### config.mk
export PLATFORM = sky130hd
export DESIGN_NAME = sp_unit
export DESIGN_NICKNAME = d
export VERILOG_FILES = /design/src/rtl/sp_pkg.sv /design/src/rtl/sp_op_select.sv /design/src/rtl/sp_adjacent.sv /design/src/rtl/sp_ptr_reg.sv /design/src/rtl/sp_present.sv /design/src/rtl/sp_unit.sv
export SDC_FILE = /design/constraint.sdc
export NUM_CORES = 1
export LEC_CHECK = 0
export BUFFER_PORTS_ARGS = -buffer_cell sky130_fd_sc_hd__buf_4
export CELL_PAD_IN_SITES_DETAIL_PLACEMENT = 1
export CELL_PAD_IN_SITES_GLOBAL_PLACEMENT = 1
export CORE_MARGIN = 2
export CORE_UTILIZATION = 39
export CTS_CLUSTER_SIZE = 10
export DETAILED_ROUTE_END_ITERATION = 12
export GPL_ROUTABILITY_DRIVEN = 0
export GPL_TIMING_DRIVEN = 0
export HOLD_SLACK_MARGIN = 0.05
export PLACE_DENSITY_LB_ADDON = 0.1
export SKIP_LAST_GASP = 1
export SYNTH_ARGS = -nofsm -noshare
export SYNTH_HDL_FRONTEND = slang
export SYNTH_SLANG_ARGS = --single-unit
### constraint.sdc
create_clock -name clk_i -period 3.4 [get_ports clk_i]
set_input_delay 1.02 -clock clk_i [delete_from_list [all_inputs] [get_ports clk_i]]
set_output_delay 1.02 -clock clk_i [all_outputs]
set_load 0.01 [all_outputs]
### src/rtl/sp_pkg.sv
package sp_pkg;
  localparam int SP_W_DEF = 12;

  typedef enum logic [1:0] {
    OP_HOLD = 2'd0,
    OP_DEC  = 2'd1,
    OP_INC  = 2'd2,
    OP_LOAD = 2'd3
  } sp_op_e;

  localparam int N_VIEWS = 3;
  localparam int VIEW_CUR  = 0;
  localparam int VIEW_PREV = 1;
  localparam int VIEW_NEXT = 2;
endpackage

### src/rtl/sp_op_select.sv
module sp_op_select
  import sp_pkg::*;
(
  input  logic   load_i,
  input  logic   inc_i,
  input  logic   dec_i,
  output sp_op_e op_o
);
  always_comb begin
    if (load_i)     op_o = OP_LOAD;
    else if (inc_i) op_o = OP_INC;
    else if (dec_i) op_o = OP_DEC;
    else            op_o = OP_HOLD;
  end

  always_comb begin
    if (load_i) a_load_first_r6: assert (op_o == OP_LOAD);
  end
endmodule

### src/rtl/sp_adjacent.sv
module sp_adjacent #(
  parameter int W = 12
) (
  input  logic [W-1:0] ptr_i,
  output logic [W-1:0] plus_o,
  output logic [W-1:0] minus_o
);
  localparam logic [W-1:0] ONE = W'(1);

  assign plus_o  = ptr_i + ONE;
  assign minus_o = ptr_i - ONE;
endmodule

### src/rtl/sp_ptr_reg.sv
module sp_ptr_reg
  import sp_pkg::*;
#(
  parameter int W = 12,
  parameter logic [W-1:0] RESET_VAL = '1
) (
  input  logic         clk_i,
  input  logic         rst_i,
  input  sp_op_e       op_i,
  input  logic [W-1:0] load_val_i,
  input  logic [W-1:0] plus_i,
  input  logic [W-1:0] minus_i,
  output logic [W-1:0] ptr_o
);
  localparam logic [W-1:0] ONE = W'(1);

  always_ff @(posedge clk_i) begin
    if (rst_i) begin
      ptr_o <= RESET_VAL;
    end else begin
      unique case (op_i)
        OP_LOAD: ptr_o <= load_val_i;
        OP_INC:  ptr_o <= plus_i;
        OP_DEC:  ptr_o <= minus_i;
        default: ptr_o <= ptr_o;
      endcase
    end
  end

  p_reset_r1: assert property (@(posedge clk_i)
    rst_i |=> ptr_o == RESET_VAL);
  p_dec_r2: assert property (@(posedge clk_i) disable iff (rst_i)
    op_i == OP_DEC |=> ptr_o == $past(ptr_o) - ONE);
  p_inc_r3: assert property (@(posedge clk_i) disable iff (rst_i)
    op_i == OP_INC |=> ptr_o == $past(ptr_o) + ONE);
  p_load_r5: assert property (@(posedge clk_i) disable iff (rst_i)
    op_i == OP_LOAD |=> ptr_o == $past(load_val_i));
  p_hold_r9: assert property (@(posedge clk_i) disable iff (rst_i)
    op_i == OP_HOLD |=> $stable(ptr_o));
endmodule

### src/rtl/sp_present.sv
module sp_present
  import sp_pkg::*;
#(
  parameter int W = 12,
  parameter logic [W-1:0] RESET_VAL = '1
) (
  input  logic         clk_i,
  input  logic         rst_i,
  input  logic [W-1:0] cur_i,
  input  logic [W-1:0] plus_i,
  input  logic [W-1:0] minus_i,
  output logic [W-1:0] cur_o,
  output logic [W-1:0] prev_o,
  output logic [W-1:0] next_o
);
  localparam logic [W-1:0] ONE = W'(1);

  logic [W-1:0] view_d [N_VIEWS];
  logic [W-1:0] view_q [N_VIEWS];
  logic [W-1:0] view_rst [N_VIEWS];

  assign view_d[VIEW_CUR]  = cur_i;
  assign view_d[VIEW_PREV] = plus_i;
  assign view_d[VIEW_NEXT] = minus_i;

  assign view_rst[VIEW_CUR]  = RESET_VAL;
  assign view_rst[VIEW_PREV] = RESET_VAL + ONE;
  assign view_rst[VIEW_NEXT] = RESET_VAL - ONE;

  for (genvar g = 0; g < N_VIEWS; g++) begin : g_view
    always_ff @(posedge clk_i) begin
      if (rst_i) view_q[g] <= view_rst[g];
      else       view_q[g] <= view_d[g];
    end
  end

  assign cur_o  = view_q[VIEW_CUR];
  assign prev_o = view_q[VIEW_PREV];
  assign next_o = view_q[VIEW_NEXT];

  p_neigh_r4: assert property (@(posedge clk_i) disable iff (rst_i)
    (prev_o == cur_o + ONE) && (next_o == cur_o - ONE));
endmodule

### src/rtl/sp_unit.sv
module sp_unit
  import sp_pkg::*;
#(
  parameter int W = SP_W_DEF,
  parameter logic [W-1:0] RESET_VAL = '1
) (
  input  logic         clk_i,
  input  logic         rst_i,
  input  logic         load_i,
  input  logic [W-1:0] load_val_i,
  input  logic         inc_i,
  input  logic         dec_i,
  output logic [W-1:0] cur_o,
  output logic [W-1:0] prev_o,
  output logic [W-1:0] next_o
);
  sp_op_e       op;
  logic [W-1:0] ptr_q;
  logic [W-1:0] ptr_plus;
  logic [W-1:0] ptr_minus;

  sp_op_select u_sel (
    .load_i (load_i),
    .inc_i  (inc_i),
    .dec_i  (dec_i),
    .op_o   (op)
  );

  sp_adjacent #(.W(W)) u_adj (
    .ptr_i   (ptr_q),
    .plus_o  (ptr_plus),
    .minus_o (ptr_minus)
  );

  sp_ptr_reg #(.W(W), .RESET_VAL(RESET_VAL)) u_ptr (
    .clk_i      (clk_i),
    .rst_i      (rst_i),
    .op_i       (op),
    .load_val_i (load_val_i),
    .plus_i     (ptr_plus),
    .minus_i    (ptr_minus),
    .ptr_o      (ptr_q)
  );

  sp_present #(.W(W), .RESET_VAL(RESET_VAL)) u_out (
    .clk_i   (clk_i),
    .rst_i   (rst_i),
    .cur_i   (ptr_q),
    .plus_i  (ptr_plus),
    .minus_i (ptr_minus),
    .cur_o   (cur_o),
    .prev_o  (prev_o),
    .next_o  (next_o)
  );

  p_lag_r8: assert property (@(posedge clk_i) disable iff (rst_i)
    1'b1 |=> cur_o == $past(ptr_q));
  p_inc_over_dec_r6: assert property (@(posedge clk_i) disable iff (rst_i)
    (inc_i && dec_i && !load_i) |=> ptr_q == $past(ptr_q) + W'(1));
endmodule

# == Word level (Yosys, flattened, before mapping) ==
# Memories as Yosys holds them, arrays and structs flattened.
# Index checks and enable logic that the tools add are counted.
# word_totals
ff_bits,12
ram_bits,36
inputBits,17
output_inout_bits,36
wordCells,21
mem_count,1
# classes
n_addsub,2
eq_ne,3
mux,10
bitwise,3
reduce_logical,1
# memory_table
name,words,width,rd,rd_ports_with_merged_regs,write_ports,line,source
u_out.view_q,3,12,3,0,3,sp_present.sv:19,logic [W-1:0] view_q [N_VIEWS];
# op_table
operator,n
$mux W12,3
$pmux W12 S3,1
$add A12 B1 Y12 const B,1
$sub A12 B1 Y12 const B,1
$eq A2 B2 Y1 const B,2
$mux W1,4
$mux W2,2
$or A1 B1 Y1,3
$reduce_bool A3 Y1,1
$eq A2 B1 Y1 const B,1

# == Logic depth before layout (Yosys ltp) ==
# depth
word_depth,5
mapped_depth,10
ltp_nobuf,9

# == Cells and area by module ==
# Synthesis repeated with hierarchy kept, for this count alone.
# unflattened
hier_cells,210
area_unflattened_um2,2122.0
# by_module_without_submodules
mod,instances,cells_per_inst,area_per_inst_um2,seq_area_each_um2
sp_present,1,75,987.2,720.7
sp_ptr_reg,1,72,670.6,240.2
sp_adjacent,1,60,446.7,0.0
sp_op_select,1,3,17.5,0.0

# == Worst setup path after synthesis ==
# OpenSTA, ideal clock, no wires.
# synth_timing
kind,input port to flip-flop
start,input port inc_i
end,register u_ptr.ptr_o[5]
setup_ps,132
arrival_time_ps,2628
required_time_ps,3268
path_slack_ps,639
stages,8
n_path_buf,1
cell_sequence,or2_2 -> ha_1 -> clkbuf_1 -> inv_1 -> o21ai_0 -> o21bai_1 -> a221oi_1 -> o21ai_0
# synth_between
elab_chain_cells,4
word_cells_on_any_way,7
cone_classes,3 x eq/ne; 3 x mux; 1 x reduce/logical
# synth_rtl
element,line,source
from (decl),sp_unit.sv:11,"input logic inc_i,"
$mux W2 *,sp_op_select.sv:11,else if (inc_i) op_o = OP_INC;
$mux W2 *,sp_op_select.sv:10,if (load_i) op_o = OP_LOAD;
$eq A2 B1 Y1 or $eq A2 B2 Y1 (tied branches),sp_ptr_reg.sv:21,unique case (op_i)
$pmux W12 S3 or $reduce_bool A3 Y1 (tied branches),--,
to (signal assigned),sp_ptr_reg.sv:22,OP_LOAD: ptr_o <= load_val_i;
to (signal assigned),sp_ptr_reg.sv:23,OP_INC: ptr_o <= plus_i;
to (signal assigned),sp_ptr_reg.sv:24,OP_DEC: ptr_o <= minus_i;
to (decl),sp_ptr_reg.sv:13,output logic [W-1:0] ptr_o
# Mark *: on every way between the ends. The rest lies on a longest branch, timed or not.
# A chain may end at the register's enable or synchronous reset.

# == Worst setup path after layout ==
# Ends and elaborated chain as after synthesis.

==> impl_metrics.py <==
metrics = {
    "logic_synthesis": {
        "synth-compound-area-share": 0.168,
        "ys.flop_type": "dfxtp_1",
        "synth-edff-count": 0,
        "ys_types": 48,
        "synth-seq-cells": 47,
        "synth_mux_area_frac": 0.00921,
        "synthAdderAreaFrac": 0.0288,
        "synth-simple-area-share": 0.214,
        "syn_area_sq_um": 2170,
        "syn_avg_cell_area_sq_um": 8.76,
        "async_flop_share": 0,
        "ys_seq_area_frac": 0.433,
        "yosysWarningCount": 0,
        "synthXorXnorAreaFrac": 0.0800,
        "synth_nets": 270,
        "synth_top_family_by_area": "simple AND/OR/NAND/NOR gates",
        "netlist_instances": 248,
    },
    "sta": {
        "skew_ns": 0.00905,
        "whs_ns": 0.631,
        "rsz0062_at_grt": "no",
        "fmaxAchievable_mhz": 330,
        "period_needed_ns": 3.03,
        "setup_violations": 0,
        "finalHoldViolations": 0,
        "relSlewSlack": 0.596,
        "worst_pin_slew_ns": 0.606,
        "period_share": 0.891,
        "fin_ws_ns": 0.371,
        "tns_ns": 0,
        "report.final.slew_viol_count": 0,
    },
    "grt": {
        "grt_use_met2": 0.321,
        "grt-ovfl-total": 0,
        "grt_pass1_wl_microns": 9580,
        "grt_max_degree": 14,
        "grt_util_met3": 0.0425,
        "antenna_found_initial": 0,
        "grt_pass1_vias": 1918,
        "grtUsageMet1": 0.265,
        "busiest_layer": "met2",
        "grt_usage": 0.201,
    },
    "clocking": {
        "cts_resized": 0,
        "root_buffer": "clkbuf_8",
        "numCtsBuffers": 5,
        "cts_setup_buffers": 0,
        "clk_latency_ns": 0.30,
        "cts.sink_count": 47,
        "cts_tree": "yes",
        "ctsHtreeMaxLevel": 2,
        "clock_path_buffers": 2,
        "hold_buffers": 0,
        "clk_pin_slew_worst_paths_ns": 0.09,
    },
    "drt": {
        "drc_errors": 0,
        "ant_nets": 0,
        "drt_iter0_drc": 92,
        "wirelength_microns": 5880,
        "drtPass1Iterations": 4,
        "avgRoutedWirePerCell_microns": 15.5,
        "dr_total_vias": 1945,
        "avgViaCountPerCell": 5.13,
    },
    "final_layout": {
        "final_common_cell": "buf_4",
        "final_cell_mix": "buf_4 (53), dfxtp_1 (47), nor2_1 (19), nand2_1 (19), clkbuf_1 (17)",
        "fillCellCount": 672,
        "antenna_cells": 0,
        "fin_nets": 329,
        "design_area_sq_um": 2740,
        "drive_above_1_share": 0.277,
        "fin_cells": 379,
        "area_delta_synth_final_pct": 26.1,
    },
    "worst_setup_path": {
        "reg2reg_to": "u_ptr.ptr_o[10]",
        "path_cells": "buf_4 > or2_2 > ha_1 > clkbuf_1 > inv_1 > o21ai_0 > o21bai_1 > a221oi_1 > o21ai_0",
        "endpoint_kind": "register",
        "ff2ff_setup_slack_ns": 0.66,
        "critPathTopFamily": "buffers and inverters",
        "path_max_fanout": 10,
        "cp.depth": 9,
        "crit_path_end": "u_ptr.ptr_o[5]",
        "cp_common_cell": "o21ai_0",
        "path_class": "input port to register",
        "crit_arrival_ns": 3.20,
        "worst-path-buf-inv": 3,
        "startpoint": "inc_i",
        "reg2regPathDepth": 8,
        "r2r_start": "u_ptr.ptr_o[1]",
        "cp_slowest_cell": "clkbuf_1",
        "cpPeakStageDelay_ns": 0.39,
        "cp.required_ns": 3.57,
        "cp-start-kind": "input port",
    },
    "power": {
        "comb_power_share": 0.260,
        "switchingPower_mw": 0.400,
        "power_frac_clock": 0.262,
        "swShare": 0.303,
        "leakage_nw": 1.13,
        "p_int_mw": 0.920,
        "p_seq_frac": 0.478,
        "powerDensity_nw_per_um2": 481,
        "peakVddDrop_v": 0.000193,
    },
    "die": {
        "die-area_sq_um": 6190,
        "dieHeight_microns": 78.7,
        "io_pins": 53,
        "start_util": 0.400,
        "core_area_sq_um": 5440,
        "fp-row-count": 27,
        "die_w_microns": 78.7,
    },
    "place": {
        "io_buffers": 52,
        "dp_cells": 372,
        "placed_area_sq_um": 2650,
        "pre_cts_ws_ns": 0.0463,
        "dp.final_hpwl_microns": 4250,
    },
    "run_status": {
        "status": "completed",
    },
    "flow_run": {
        "cap_violations": 0,
    },
    "worst_hold_path": {
        "hp-class": "register to register",
    },
}
==> final cells by class <==
class | count | area [sq um] | share of cell area
Buffer | 23 | 103 | 0.0374
Clock buffer | 6 | 82.6 | 0.0301
Clock inverter | 1 | 5.00 | 0.00183
Inverter | 12 | 45.0 | 0.0164
Multi-Input combinational cell | 166 | 1080 | 0.396
Sequential cell | 47 | 941 | 0.343
Tap cell | 72 | 90.1 | 0.0329
Timing Repair Buffer | 52 | 390 | 0.142
==> how the worst min path moves through the flow <==
stage / endpoint / startpoint / depth (start not counted) / slack [ns]
final: u_out.view_q[0][11] / u_ptr.ptr_o[11] / 1 / 0.63
after global routing: u_out.view_q[0][11] / u_ptr.ptr_o[11] / 1 / 0.67
after CTS: u_out.view_q[2][11] / u_ptr.ptr_o[11] / 2 / 0.64
after detailed placement: u_out.view_q[2][11] / u_ptr.ptr_o[11] / 2 / 0.61
after global placement: u_out.view_q[0][11] / u_ptr.ptr_o[11] / 1 / 0.60
after floorplan: u_out.view_q[0][11] / u_ptr.ptr_o[11] / 1 / 0.55
==> per-layer routing <==
metal	vias up	wire [microns]
met2	47	2660
met5	-	0
met1	927	2880
li1	959	-
met3	12	224
met4	0	109
==> stage by stage <==
stage,power (mW),util
2_1_floorplan,0.850,-
3_3_place_gp,0.979,0.488
3_5_place_dp,0.987,0.488
4_1_cts,1.33,0.504
5_1_grt,1.39,0.504
6_report,1.32,0.504
==> cells in the mapped netlist (2+ instances only) <==
cell type  number  area [sq um]
inv_1          12          45.0
and4_1          2          17.5
nand2b_1        3          18.8
o21ai_1         2          10.0
o21bai_1        2          15.0
ha_1            5          62.6
nor2b_1         4          25.0
buf_2           4          20.0
clkbuf_1       17          63.8
or2_2          11          68.8
o31ai_1         3          22.5
dfxtp_1        47           941
xor2_1          9          78.8
o31a_1          2          17.5
o211ai_1        3          22.5
a211oi_1        4          30.0
nor2_1         19          71.3
xnor2_1         9          78.8
a221oi_1        4          35.0
o21ai_0        15          75.1
a21oi_1        11          55.1
and2_1          5          31.3
nand2_1        19          71.3
nand4_1         4          25.0
nor4_1          2          12.5
nand3_1         7          35.0
mux2i_1         2          20.0
==> cells by family after synthesis <==
family / Yosys count
adder cells (fa/ha/maj): 5
AO/OA/AOI/OAI: 55
XOR/XNOR: 19
flip-flops: 47
multiplexers: 2
buffers and inverters: 35
AND/OR/NAND/NOR: 85
==> sequential cells by signal, summed over array words and instances (netlist names) <==
| name | flops |
|---|---|
| u_ptr.ptr_o | 12 |
| u_out.view_q | 35 |
==> power groups by stage <==
stage / combinational [mW] / clock [mW] / sequential, mW
floorplan: 0.187 / 0 / 0.663
global placement: 0.337 / 0 / 0.642
detailed placement: 0.342 / 0 / 0.645
CTS: 0.343 / 0.354 / 0.631
global route: 0.377 / 0.376 / 0.637
finish: 0.343 / 0.346 / 0.631
Power figures use the tool's default switching activity.
